`config.mk`:
```
export PLATFORM = sky130hd
export DESIGN_NAME = acc_alu
export DESIGN_NICKNAME = d
export VERILOG_FILES = /design/src/rtl/acc_alu_pkg.sv /design/src/rtl/acc_addsub.sv /design/src/rtl/acc_shift_logic.sv /design/src/rtl/acc_muldiv.sv /design/src/rtl/acc_dadj.sv /design/src/rtl/acc_alu.sv
export SDC_FILE = /design/constraint.sdc
export NUM_CORES = 1
export LEC_CHECK = 0
export CAP_MARGIN = 20
export CORE_MARGIN = 1
export CORE_UTILIZATION = 35
export DETAILED_ROUTE_END_ITERATION = 10
export PLACE_DENSITY_LB_ADDON = 0.12
export SYNTH_ARGS = -nofsm -noshare
export SYNTH_HDL_FRONTEND = slang
export SYNTH_HIERARCHICAL = 1
export SYNTH_SLANG_ARGS = --single-unit
```
`constraint.sdc`:
```
create_clock -name vclk -period 44.9
set_clock_uncertainty 0.15 [all_clocks]
set_input_delay 8.98 -clock vclk [all_inputs]
set_output_delay 8.98 -clock vclk [all_outputs]
set_load 0.005 [all_outputs]
```
`src/rtl/acc_alu_pkg.sv`:
```
package acc_alu_pkg;
  typedef enum logic [4:0] {
    OP_ADD  = 5'd0,
    OP_ADDC = 5'd1,
    OP_SUBB = 5'd2,
    OP_INC  = 5'd3,
    OP_DEC  = 5'd4,
    OP_AND  = 5'd5,
    OP_OR   = 5'd6,
    OP_XOR  = 5'd7,
    OP_CLR  = 5'd8,
    OP_CPL  = 5'd9,
    OP_RL   = 5'd10,
    OP_RLC  = 5'd11,
    OP_RR   = 5'd12,
    OP_RRC  = 5'd13,
    OP_SWAP = 5'd14,
    OP_MUL  = 5'd15,
    OP_DIV  = 5'd16,
    OP_DA   = 5'd17
  } alu_op_e;
endpackage

```
`src/rtl/acc_addsub.sv`:
```
module acc_addsub #(
  parameter int DATA_W = 8
) (
  input  logic [DATA_W-1:0] a_i,
  input  logic [DATA_W-1:0] x_i,
  input  logic              cy_i,
  input  logic              sub_i,
  input  logic              use_cy_i,
  output logic [DATA_W-1:0] res_o,
  output logic              cy_o,
  output logic              ac_o,
  output logic              ov_o
);
  localparam int NIB_W = DATA_W / 2;

  logic [DATA_W-1:0] xo;
  logic              cin;
  logic [DATA_W:0]   full_sum;
  logic [NIB_W:0]    low_sum;
  logic [DATA_W-1:0] top_sum;

  // subtract as A + ~X + ~borrow; carries are inverted into borrows
  always_comb begin
    xo       = sub_i ? ~x_i : x_i;
    cin      = sub_i ? ~(use_cy_i & cy_i) : (use_cy_i & cy_i);
    full_sum = {1'b0, a_i} + {1'b0, xo} + {{DATA_W{1'b0}}, cin};
    low_sum  = {1'b0, a_i[NIB_W-1:0]} + {1'b0, xo[NIB_W-1:0]} + {{NIB_W{1'b0}}, cin};
    top_sum  = {1'b0, a_i[DATA_W-2:0]} + {1'b0, xo[DATA_W-2:0]} + {{(DATA_W-1){1'b0}}, cin};
    res_o    = full_sum[DATA_W-1:0];
    cy_o     = full_sum[DATA_W] ^ sub_i;
    ac_o     = low_sum[NIB_W] ^ sub_i;
    ov_o     = full_sum[DATA_W] ^ top_sum[DATA_W-1];
  end

  always_comb begin
    if (!sub_i && !(use_cy_i && cy_i))
      AST_ADD_NO_CIN_CY: assert (cy_o == (res_o < a_i));
  end
endmodule

```
`src/rtl/acc_shift_logic.sv`:
```
module acc_shift_logic
  import acc_alu_pkg::*;
#(
  parameter int DATA_W = 8
) (
  input  alu_op_e           op_i,
  input  logic [DATA_W-1:0] a_i,
  input  logic [DATA_W-1:0] x_i,
  input  logic              cy_i,
  output logic [DATA_W-1:0] res_o,
  output logic              cy_o
);
  localparam int NIB_W = DATA_W / 2;

  always_comb begin
    res_o = a_i;
    cy_o  = cy_i;
    case (op_i)
      OP_AND:  res_o = a_i & x_i;
      OP_OR:   res_o = a_i | x_i;
      OP_XOR:  res_o = a_i ^ x_i;
      OP_CLR:  res_o = '0;
      OP_CPL:  res_o = ~a_i;
      OP_RL:   res_o = {a_i[DATA_W-2:0], a_i[DATA_W-1]};
      OP_RR:   res_o = {a_i[0], a_i[DATA_W-1:1]};
      OP_RLC: begin
        res_o = {a_i[DATA_W-2:0], cy_i};
        cy_o  = a_i[DATA_W-1];
      end
      OP_RRC: begin
        res_o = {cy_i, a_i[DATA_W-1:1]};
        cy_o  = a_i[0];
      end
      OP_SWAP: res_o = {a_i[NIB_W-1:0], a_i[DATA_W-1:NIB_W]};
      default: ;
    endcase
  end

  always_comb begin
    if (op_i == OP_RL || op_i == OP_RR)
      AST_ROT_KEEPS_ONES: assert ($countones(res_o) == $countones(a_i));
  end
endmodule

```
`src/rtl/acc_muldiv.sv`:
```
module acc_muldiv #(
  parameter int DATA_W = 8
) (
  input  logic [DATA_W-1:0] a_i,
  input  logic [DATA_W-1:0] b_i,
  output logic [DATA_W-1:0] prod_lo_o,
  output logic [DATA_W-1:0] prod_hi_o,
  output logic [DATA_W-1:0] quot_o,
  output logic [DATA_W-1:0] rem_o
);
  localparam int PROD_W = 2 * DATA_W;

  logic [PROD_W-1:0] prod;
  logic [DATA_W:0]   trial;
  logic [DATA_W-1:0] rem;

  always_comb begin
    prod      = {{DATA_W{1'b0}}, a_i} * {{DATA_W{1'b0}}, b_i};
    prod_lo_o = prod[DATA_W-1:0];
    prod_hi_o = prod[PROD_W-1:DATA_W];
  end

  // restoring division, one quotient bit per unrolled step
  always_comb begin
    rem    = '0;
    quot_o = '0;
    trial  = '0;
    for (int i = DATA_W - 1; i >= 0; i--) begin
      trial = {rem, a_i[i]};
      if (trial >= {1'b0, b_i}) begin
        trial     = trial - {1'b0, b_i};
        quot_o[i] = 1'b1;
      end
      rem = trial[DATA_W-1:0];
    end
    rem_o = rem;
  end
endmodule

```
`src/rtl/acc_dadj.sv`:
```
module acc_dadj #(
  parameter int DATA_W = 8
) (
  input  logic [DATA_W-1:0] a_i,
  input  logic              cy_i,
  input  logic              ac_i,
  output logic [DATA_W-1:0] res_o,
  output logic              cy_o
);
  localparam int NIB_W = DATA_W / 2;
  localparam logic [DATA_W:0] LO_FIX = (DATA_W+1)'(6);
  localparam logic [DATA_W:0] HI_FIX = (DATA_W+1)'(6) << NIB_W;

  logic [DATA_W:0] step1;
  logic [DATA_W:0] step2;
  logic            cy_mid;

  always_comb begin
    step1  = {1'b0, a_i} + ((a_i[NIB_W-1:0] > NIB_W'(9) || ac_i) ? LO_FIX : '0);
    cy_mid = cy_i | step1[DATA_W];
    step2  = {1'b0, step1[DATA_W-1:0]}
           + ((step1[DATA_W-1:NIB_W] > NIB_W'(9) || cy_mid) ? HI_FIX : '0);
    res_o  = step2[DATA_W-1:0];
    cy_o   = cy_mid | step2[DATA_W];
  end

  always_comb begin
    if (cy_i) AST_DA_CY_STICKY: assert (cy_o);
  end
endmodule

```
`src/rtl/acc_alu.sv`:
```
module acc_alu
  import acc_alu_pkg::*;
#(
  parameter int DATA_W = 8
) (
  input  logic [4:0]        op_i,
  input  logic [DATA_W-1:0] acc_i,
  input  logic [DATA_W-1:0] opnd_i,
  input  logic [DATA_W-1:0] b_i,
  input  logic              cy_i,
  input  logic              ac_i,
  output logic [DATA_W-1:0] acc_o,
  output logic              acc_we_o,
  output logic [DATA_W-1:0] b_o,
  output logic              b_we_o,
  output logic              cy_o,
  output logic              cy_we_o,
  output logic              ac_o,
  output logic              ac_we_o,
  output logic              ov_o,
  output logic              ov_we_o
);
  localparam int PROD_W = 2 * DATA_W;

  alu_op_e           op;
  logic [DATA_W-1:0] as_res, sl_res, mul_lo, mul_hi, quot, rem, da_res;
  logic              as_cy, as_ac, as_ov, sl_cy, da_cy;

  assign op = alu_op_e'(op_i);

  acc_addsub #(.DATA_W(DATA_W)) i_addsub (
    .a_i(acc_i), .x_i(opnd_i), .cy_i(cy_i),
    .sub_i(op == OP_SUBB), .use_cy_i(op != OP_ADD),
    .res_o(as_res), .cy_o(as_cy), .ac_o(as_ac), .ov_o(as_ov)
  );

  acc_shift_logic #(.DATA_W(DATA_W)) i_shift_logic (
    .op_i(op), .a_i(acc_i), .x_i(opnd_i), .cy_i(cy_i),
    .res_o(sl_res), .cy_o(sl_cy)
  );

  acc_muldiv #(.DATA_W(DATA_W)) i_muldiv (
    .a_i(acc_i), .b_i(b_i),
    .prod_lo_o(mul_lo), .prod_hi_o(mul_hi), .quot_o(quot), .rem_o(rem)
  );

  acc_dadj #(.DATA_W(DATA_W)) i_dadj (
    .a_i(acc_i), .cy_i(cy_i), .ac_i(ac_i), .res_o(da_res), .cy_o(da_cy)
  );

  always_comb begin
    acc_o    = acc_i;  acc_we_o = 1'b0;
    b_o      = b_i;    b_we_o   = 1'b0;
    cy_o     = cy_i;   cy_we_o  = 1'b0;
    ac_o     = ac_i;   ac_we_o  = 1'b0;
    ov_o     = 1'b0;   ov_we_o  = 1'b0;
    case (op)
      OP_ADD, OP_ADDC, OP_SUBB: begin
        acc_o = as_res; acc_we_o = 1'b1;
        cy_o  = as_cy;  cy_we_o  = 1'b1;
        ac_o  = as_ac;  ac_we_o  = 1'b1;
        ov_o  = as_ov;  ov_we_o  = 1'b1;
      end
      OP_INC: begin acc_o = acc_i + DATA_W'(1); acc_we_o = 1'b1; end
      OP_DEC: begin acc_o = acc_i - DATA_W'(1); acc_we_o = 1'b1; end
      OP_AND, OP_OR, OP_XOR, OP_CLR, OP_CPL, OP_RL, OP_RR, OP_SWAP: begin
        acc_o = sl_res; acc_we_o = 1'b1;
      end
      OP_RLC, OP_RRC: begin
        acc_o = sl_res; acc_we_o = 1'b1;
        cy_o  = sl_cy;  cy_we_o  = 1'b1;
      end
      OP_MUL: begin
        acc_o = mul_lo;      acc_we_o = 1'b1;
        b_o   = mul_hi;      b_we_o   = 1'b1;
        cy_o  = 1'b0;        cy_we_o  = 1'b1;
        ov_o  = |mul_hi;     ov_we_o  = 1'b1;
      end
      OP_DIV: begin
        acc_o = quot;        acc_we_o = 1'b1;
        b_o   = rem;         b_we_o   = 1'b1;
        cy_o  = 1'b0;        cy_we_o  = 1'b1;
        ov_o  = (b_i == '0); ov_we_o  = 1'b1;
      end
      OP_DA: begin
        acc_o = da_res; acc_we_o = 1'b1;
        cy_o  = da_cy;  cy_we_o  = 1'b1;
      end
      default: ;
    endcase
  end

  always_comb begin
    if (op_i == 5'd15) begin
      AST_MUL_CY_CLR: assert (cy_we_o && !cy_o);
      AST_MUL_OV_HI: assert (ov_o == (b_o != '0));
    end
    if (op_i == 5'd16 && b_i != '0) begin
      AST_DIV_IDENT: assert ((PROD_W'(acc_o) * PROD_W'(b_i) + PROD_W'(b_o)) == PROD_W'(acc_i));
      AST_DIV_REM_LT: assert (b_o < b_i);
    end
    if (op_i == 5'd16 && b_i == '0)
      AST_DIV_ZERO_OV: assert (ov_we_o && ov_o && !cy_o);
    if (op_i == 5'd10 || op_i == 5'd12 || op_i == 5'd14)
      AST_ROT_NO_FLAGS: assert (!cy_we_o && !ac_we_o && !ov_we_o);
    if (op_i > 5'd17)
      AST_RSVD_IDLE: assert (!acc_we_o && !b_we_o && !cy_we_o && !ac_we_o && !ov_we_o);
    if (op_i != 5'd15 && op_i != 5'd16)
      AST_B_ONLY_MULDIV: assert (!b_we_o && b_o == b_i);
  end
endmodule

```
; Yosys cells after proc, flatten, opt, wreduce, memory -nomap -nowiden
; Cells that the tools add are included.
[totals]
regBits = 0
latchBits = 0
ramBits = 0
rom_bits = 0
inputBits = 31
out_inout_bits = 24
word_cells = 103
mem_count = 0
[op_classes]
n_addsub = 18
mul = 1
div_mod_pow = 0
magnitude_cmp = 10
n_eq_ne = 17
shift = 0
n_mux = 32
bitwise = 12
reduce_logical = 13
[ops]
columns = operator, n
row1 = $pmux 8 s10, 1
row2 = $mux 8, 9
row3 = $ge 9x8->1, 7
row4 = $pmux 8 s7, 1
row5 = $sub 8x8->8, 7
row6 = $eq 5x4->1 const B, 8
row7 = $eq 5x3->1 const B, 4
row8 = $add 8x9->9, 2
row9 = $reduce_or 18->1, 1
row10 = $mul 8x8->16, 1
row11 = $not 8->8, 2
row12 = $pmux 8 s2, 1
row13 = $reduce_or 8->1, 2
row14 = $mux 1, 15
row15 = $eq 5x2->1 const B, 2
row16 = $eq 5x5->1 const B, 2
row17 = $reduce_or 10->1, 1
row18 = $add 8x8->9, 1
row19 = $add 9x1->9, 1
row20 = $add 7x7->8, 1
row21 = $add 8x1->8, 1
row22 = $add 8x1->8 const B, 1
row23 = $and 8x8->8, 1
row24 = $ge 1x8->1, 1
row25 = 24 further kinds, 30

; Longest topological paths before layout
[logic_depth]
ltp_word = 17
ltp_mapped = 90
mapped_depth_nobuf = 86

; Cells and area by module
; The synthesis kept the hierarchy.
[modules_own_cells]
columns = mod, instances, cells_per_inst, area_each_um2, seq_area_each_um2
row1 = acc_muldiv, 1, 692, 5391.4, 0.0
row2 = acc_alu, 1, 163, 1078.5, 0.0
row3 = acc_shift_logic, 1, 137, 1004.7, 0.0
row4 = acc_addsub, 1, 55, 454.2, 0.0
row5 = acc_dadj, 1, 33, 269.0, 0.0

; Worst setup path before layout
; OpenSTA, ideal clock, no wires.
[synth_timing]
path_kind = input port to output port
startpoint = in acc_i[7]
endpoint = out b_o[3]
arrival_time_ns = 24.467
required_ns = 35.770
path_slack_ns = 11.303
path_stages = 86
path_buffers = 4
cell_sequence = inv_1 -> ha_1 -> inv_1 -> ha_1 -> o211ai_1 -> nor2_1 -> a21oi_1 -> inv_1 -> ha_1 -> nand3b_1 -> a21oi_1 -> o21a_1 -> nor2_1 -> inv_1 -> o21ai_0 -> inv_1 -> ha_1 -> nor2b_1 -> (+50 left out) -> o211a_4 -> inv_2 -> buf_6 -> a21oi_1 -> ha_1 -> nor2b_1 -> o21ai_0 -> a21boi_0 -> o21ai_0 -> a21boi_0 -> o21ai_0 -> o211ai_1 -> a21o_1 -> a211oi_1 -> mux2i_4 -> a221o_1 -> a22oi_1 -> nand2_1
[synth_via]
elab_chain_len = 17
word_cells_on_any_way = 26
classes_between = add/sub: 8 / mul: 1 / order compare: 8 / mux: 9
[synth_lines]
columns = item, line_no
row1 = start: declaration, acc_alu.sv:7  ; input logic [DATA_W-1:0] acc_i,
row2 = $sub 1x8->8 or $ge 1x8->1 (tied branches), "acc_muldiv.sv:31, acc_muldiv.sv:30"
row3 = $mux 8 (*), acc_muldiv.sv:30  ; if (trial >= {1'b0, b_i}) begin
row4 = $sub 8x8->8 or $ge 9x8->1 (tied branches), "acc_muldiv.sv:31, acc_muldiv.sv:30"
row5 = $mux 8 (*), acc_muldiv.sv:30
row6 = $sub 8x8->8 or $ge 9x8->1 (tied branches), "acc_muldiv.sv:31, acc_muldiv.sv:30"
row7 = $mux 8 (*), acc_muldiv.sv:30
row8 = $sub 8x8->8 or $ge 9x8->1 (tied branches), "acc_muldiv.sv:31, acc_muldiv.sv:30"
row9 = $mux 8 (*), acc_muldiv.sv:30
row10 = (+2 left out), -
row11 = $sub 8x8->8 or $ge 9x8->1 (tied branches), "acc_muldiv.sv:31, acc_muldiv.sv:30"
row12 = $mux 8 (*), acc_muldiv.sv:30
row13 = $sub 8x8->8 or $ge 9x8->1 (tied branches), "acc_muldiv.sv:31, acc_muldiv.sv:30"
row14 = $mux 8 (*), acc_muldiv.sv:30
row15 = $ge 9x8->1 or $sub 8x8->8 (tied branches), "acc_muldiv.sv:30, acc_muldiv.sv:31"
row16 = $mux 8 (*), acc_muldiv.sv:30
row17 = named net rem[3], acc_alu.sv:26  ; logic [DATA_W-1:0] as_res, sl_res, mul_lo, mul_hi, quot, rem, da_res;
row18 = $pmux 8 s2 (*), acc_alu.sv:57  ; case (op)
row19 = end: declaration, acc_alu.sv:14  ; output logic [DATA_W-1:0] b_o,
; The timed path passes the listed nets; every way through them passes the cells marked *.

; Worst setup path after layout
[layout_timing]
startpoint = in acc_i[7]
endpoint = out b_o[7]
[layout_via]
elab_chain_len = 17
word_cells_on_any_way = 26
classes_between = add/sub: 8 / mul: 1 / order compare: 8 / mux: 9
[layout_lines]
columns = item, line_no
row1 = $sub 1x8->8 or $ge 1x8->1 (tied branches), "acc_muldiv.sv:31, acc_muldiv.sv:30"
row2 = $mux 8 (*), acc_muldiv.sv:30
row3 = $sub 8x8->8 or $ge 9x8->1 (tied branches), "acc_muldiv.sv:31, acc_muldiv.sv:30"
row4 = $mux 8 (*), acc_muldiv.sv:30
row5 = $sub 8x8->8 or $ge 9x8->1 (tied branches), "acc_muldiv.sv:31, acc_muldiv.sv:30"
row6 = $mux 8 (*), acc_muldiv.sv:30
row7 = $sub 8x8->8 or $ge 9x8->1 (tied branches), "acc_muldiv.sv:31, acc_muldiv.sv:30"
row8 = $mux 8 (*), acc_muldiv.sv:30
row9 = (+2 left out), -
row10 = $sub 8x8->8 or $ge 9x8->1 (tied branches), "acc_muldiv.sv:31, acc_muldiv.sv:30"
row11 = $mux 8 (*), acc_muldiv.sv:30
row12 = $sub 8x8->8 or $ge 9x8->1 (tied branches), "acc_muldiv.sv:31, acc_muldiv.sv:30"
row13 = $mux 8 (*), acc_muldiv.sv:30
row14 = $sub 8x8->8 or $ge 9x8->1 (tied branches), "acc_muldiv.sv:31, acc_muldiv.sv:30"
row15 = $mux 8 (*), acc_muldiv.sv:30
row16 = named net rem[7], acc_alu.sv:26
row17 = $pmux 8 s2 (*), acc_alu.sv:57
; Marked as above.

==> run summary <==
Area growth syn-to-layout - 11.1%
Share of layout cells above drive strength 1 - 0.0720
Vias/cell - 5.62
Hold Slack - 18900 ps
Hold Buf Count CTS - 0
Top post-synthesis cells by area - ha_1, fa_1, inv_1, nand2_1, xnor2_1
Synth cell count leaders - ha_1, inv_1, nand2_1
CP dominant cell by count - o21ai_0
Pin count of the biggest net entering global routing - 45
Synth Cell Area - 8200 um^2
# IOs - 55
Final Hold Viols - 0
Global-route wire length before repair - 44300 um
Tcrit/Tclk final - 0.830
Slowest CP cell - o21ai_0
Critical path required time - 35770 ps
Crit path max fanout - 16
Multiplexer share of the synthesized area - 0.0441
Die extent in y - 155 um
Post-Syn Instances - 1080
Adder-cell share of the synthesized area - 0.323
Post-CTS sizing - 0
Clock buffers - 0
Syn Area/Cell - 7.59 um^2
Crit path largest cell delay - 460 ps
Ys Warns - 6
Synth Area in Simple Gates - 0.221
Vias in the first global route - 7958
Total power - 0.368 mW
RSZ-0062 raised after global routing - no
PwrDens - 40.5 nW/um^2
Post-CTS setup buffer count - 0
Worst Path Arrival - 28130 ps
Synth Area in Compound Gates - 0.253
CP endpoint kind - output port
Seq_cells - 0
Status - complete, no violations
Diodes inserted - 0
Setup TNS - 0 ps
Nets - 1341
Register area - 0 um^2
Worst relative slew slack - 0.300
Rows - 55
Gr ovfl total - 0
Input/output buffers - 55
Post-synthesis net count - 1294
Antenna Nets Post-Route - 0
All-Layer GR Usage - 0.235
Buf/Inv on CP - 13
DR DRC count - 0
Vias - 8087
Worst slack, placed - 7760 ps
CP top delay family - compound AO/OA/AOI/OAI gates
Slew @ Worst Pin - 1040 ps
Die footprint - 24000 um^2
# setup viols final - 0
First-pass iteration count of the detailed router - 7
Area leader, netlist - ha_1
Global placement routability congestion - 0.939
Hold Path Class - input port to output port
XOR/XNOR Fraction of Synth Area - 0.0725
Max Clk Rate - 26.8 MHz
Final WS setup - 7640 ps
Placed cells - 1438
Seq/Total Area, Yosys - 0
Initial DRC Count - 563
Starting density of the core - 0.360
Final slew viol count - 0
Avg WL per Cell - 19.6 um
Post-synth top area share - 0.206
Library cells used by synthesis - 97
Worst VDD drop - 0.0000347 V
Top-count cell post-synth - ha_1
Setup CP Type - input port to output port
Core area - 22800 um^2
Tmin final - 37260 ps
Die Wd - 155 um
Drt total wl - 28200 um
Max Cap Violations - 0
Crit path launch type - input port
Post-detail-place hpwl - 21700 um
Pleak - 4.39 nW
Final Non-Filler Cells - 1438
Initial antenna violation count - 0
Main combinational cell family by area after synthesis - adder cells
[per-layer routing]
layer / share of wire / global-route usage / vias up
met5: 0 / 0 / -
met4: 0.023 / 0.0509 / 0
met3: 0.039 / 0.0103 / 40
met2: 0.47 / 0.409 / 225
met1: 0.46 / 0.321 / 3869
li1: - / - / 3953
[kinds of logic (layout without fill, tap and decap cells)]
kind of cell	count (synthesis)	in the layout
AOI/OAI and AO/OA	284	284
muxes	33	33
xor gates and xnor gates	67	67
and+or+nand+nor	349	349
buffers and inverters	164	209
adders and majority gates	183	183
[power breakdown]
| group | leakage, nW | internal, mW | switching [mW] | total, mW |
|---|---|---|---|---|
| clock network | 0 | 0 | 0 | 0 |
| registers | 0 | 0 | 0 | 0 |
| logic | 4.39 | 0.159 | 0.209 | 0.368 |
| total | 4.39 | 0.159 | 0.209 | 0.368 |
[tightest hold or removal path: stages]
cell	delay (ps)
clkdlybuf4s50_1	460
mux2_1	120
clkdlybuf4s50_1	510
[area by class of cell]
type | count | area, um^2
Timing Repair Buffer | 75 | 701
Multi-Input combinational cell | 916 | 7500
Inverter | 134 | 508
Fill cell | 2475 | 13700
Tap cell | 313 | 392
[placed cells by master, fill, tap and decap left out, drive strengths merged, types with 24 or more instances in the layout]
cell type	Yosys	routed
ha	135	135
o21ai	59	59
xor2	24	24
clkdlybuf4s50	0	55
fa	48	48
nand2	103	103
inv	132	132
xnor2	43	43
a21oi	56	56
nor2	88	88
[final timing paths]
| path | start | endpoint | depth (start not counted) |
|---|---|---|---|
| worst min-delay path | ac_i | ac_o | 3 |
| worst max-delay path | acc_i[7] | b_o[7] | 83 |
[per-stage QoR]
| stage | cell area, um^2 | util |
|---|---|---|
| floorplan | 8200 | - |
| global placement | 9100 | 0.400 |
| detailed placement | 9100 | 0.400 |
| CTS | 9100 | 0.400 |
| global route | 9100 | 0.400 |
| finish | 9100 | 0.400 |
(Power assumes the default switching activity.)
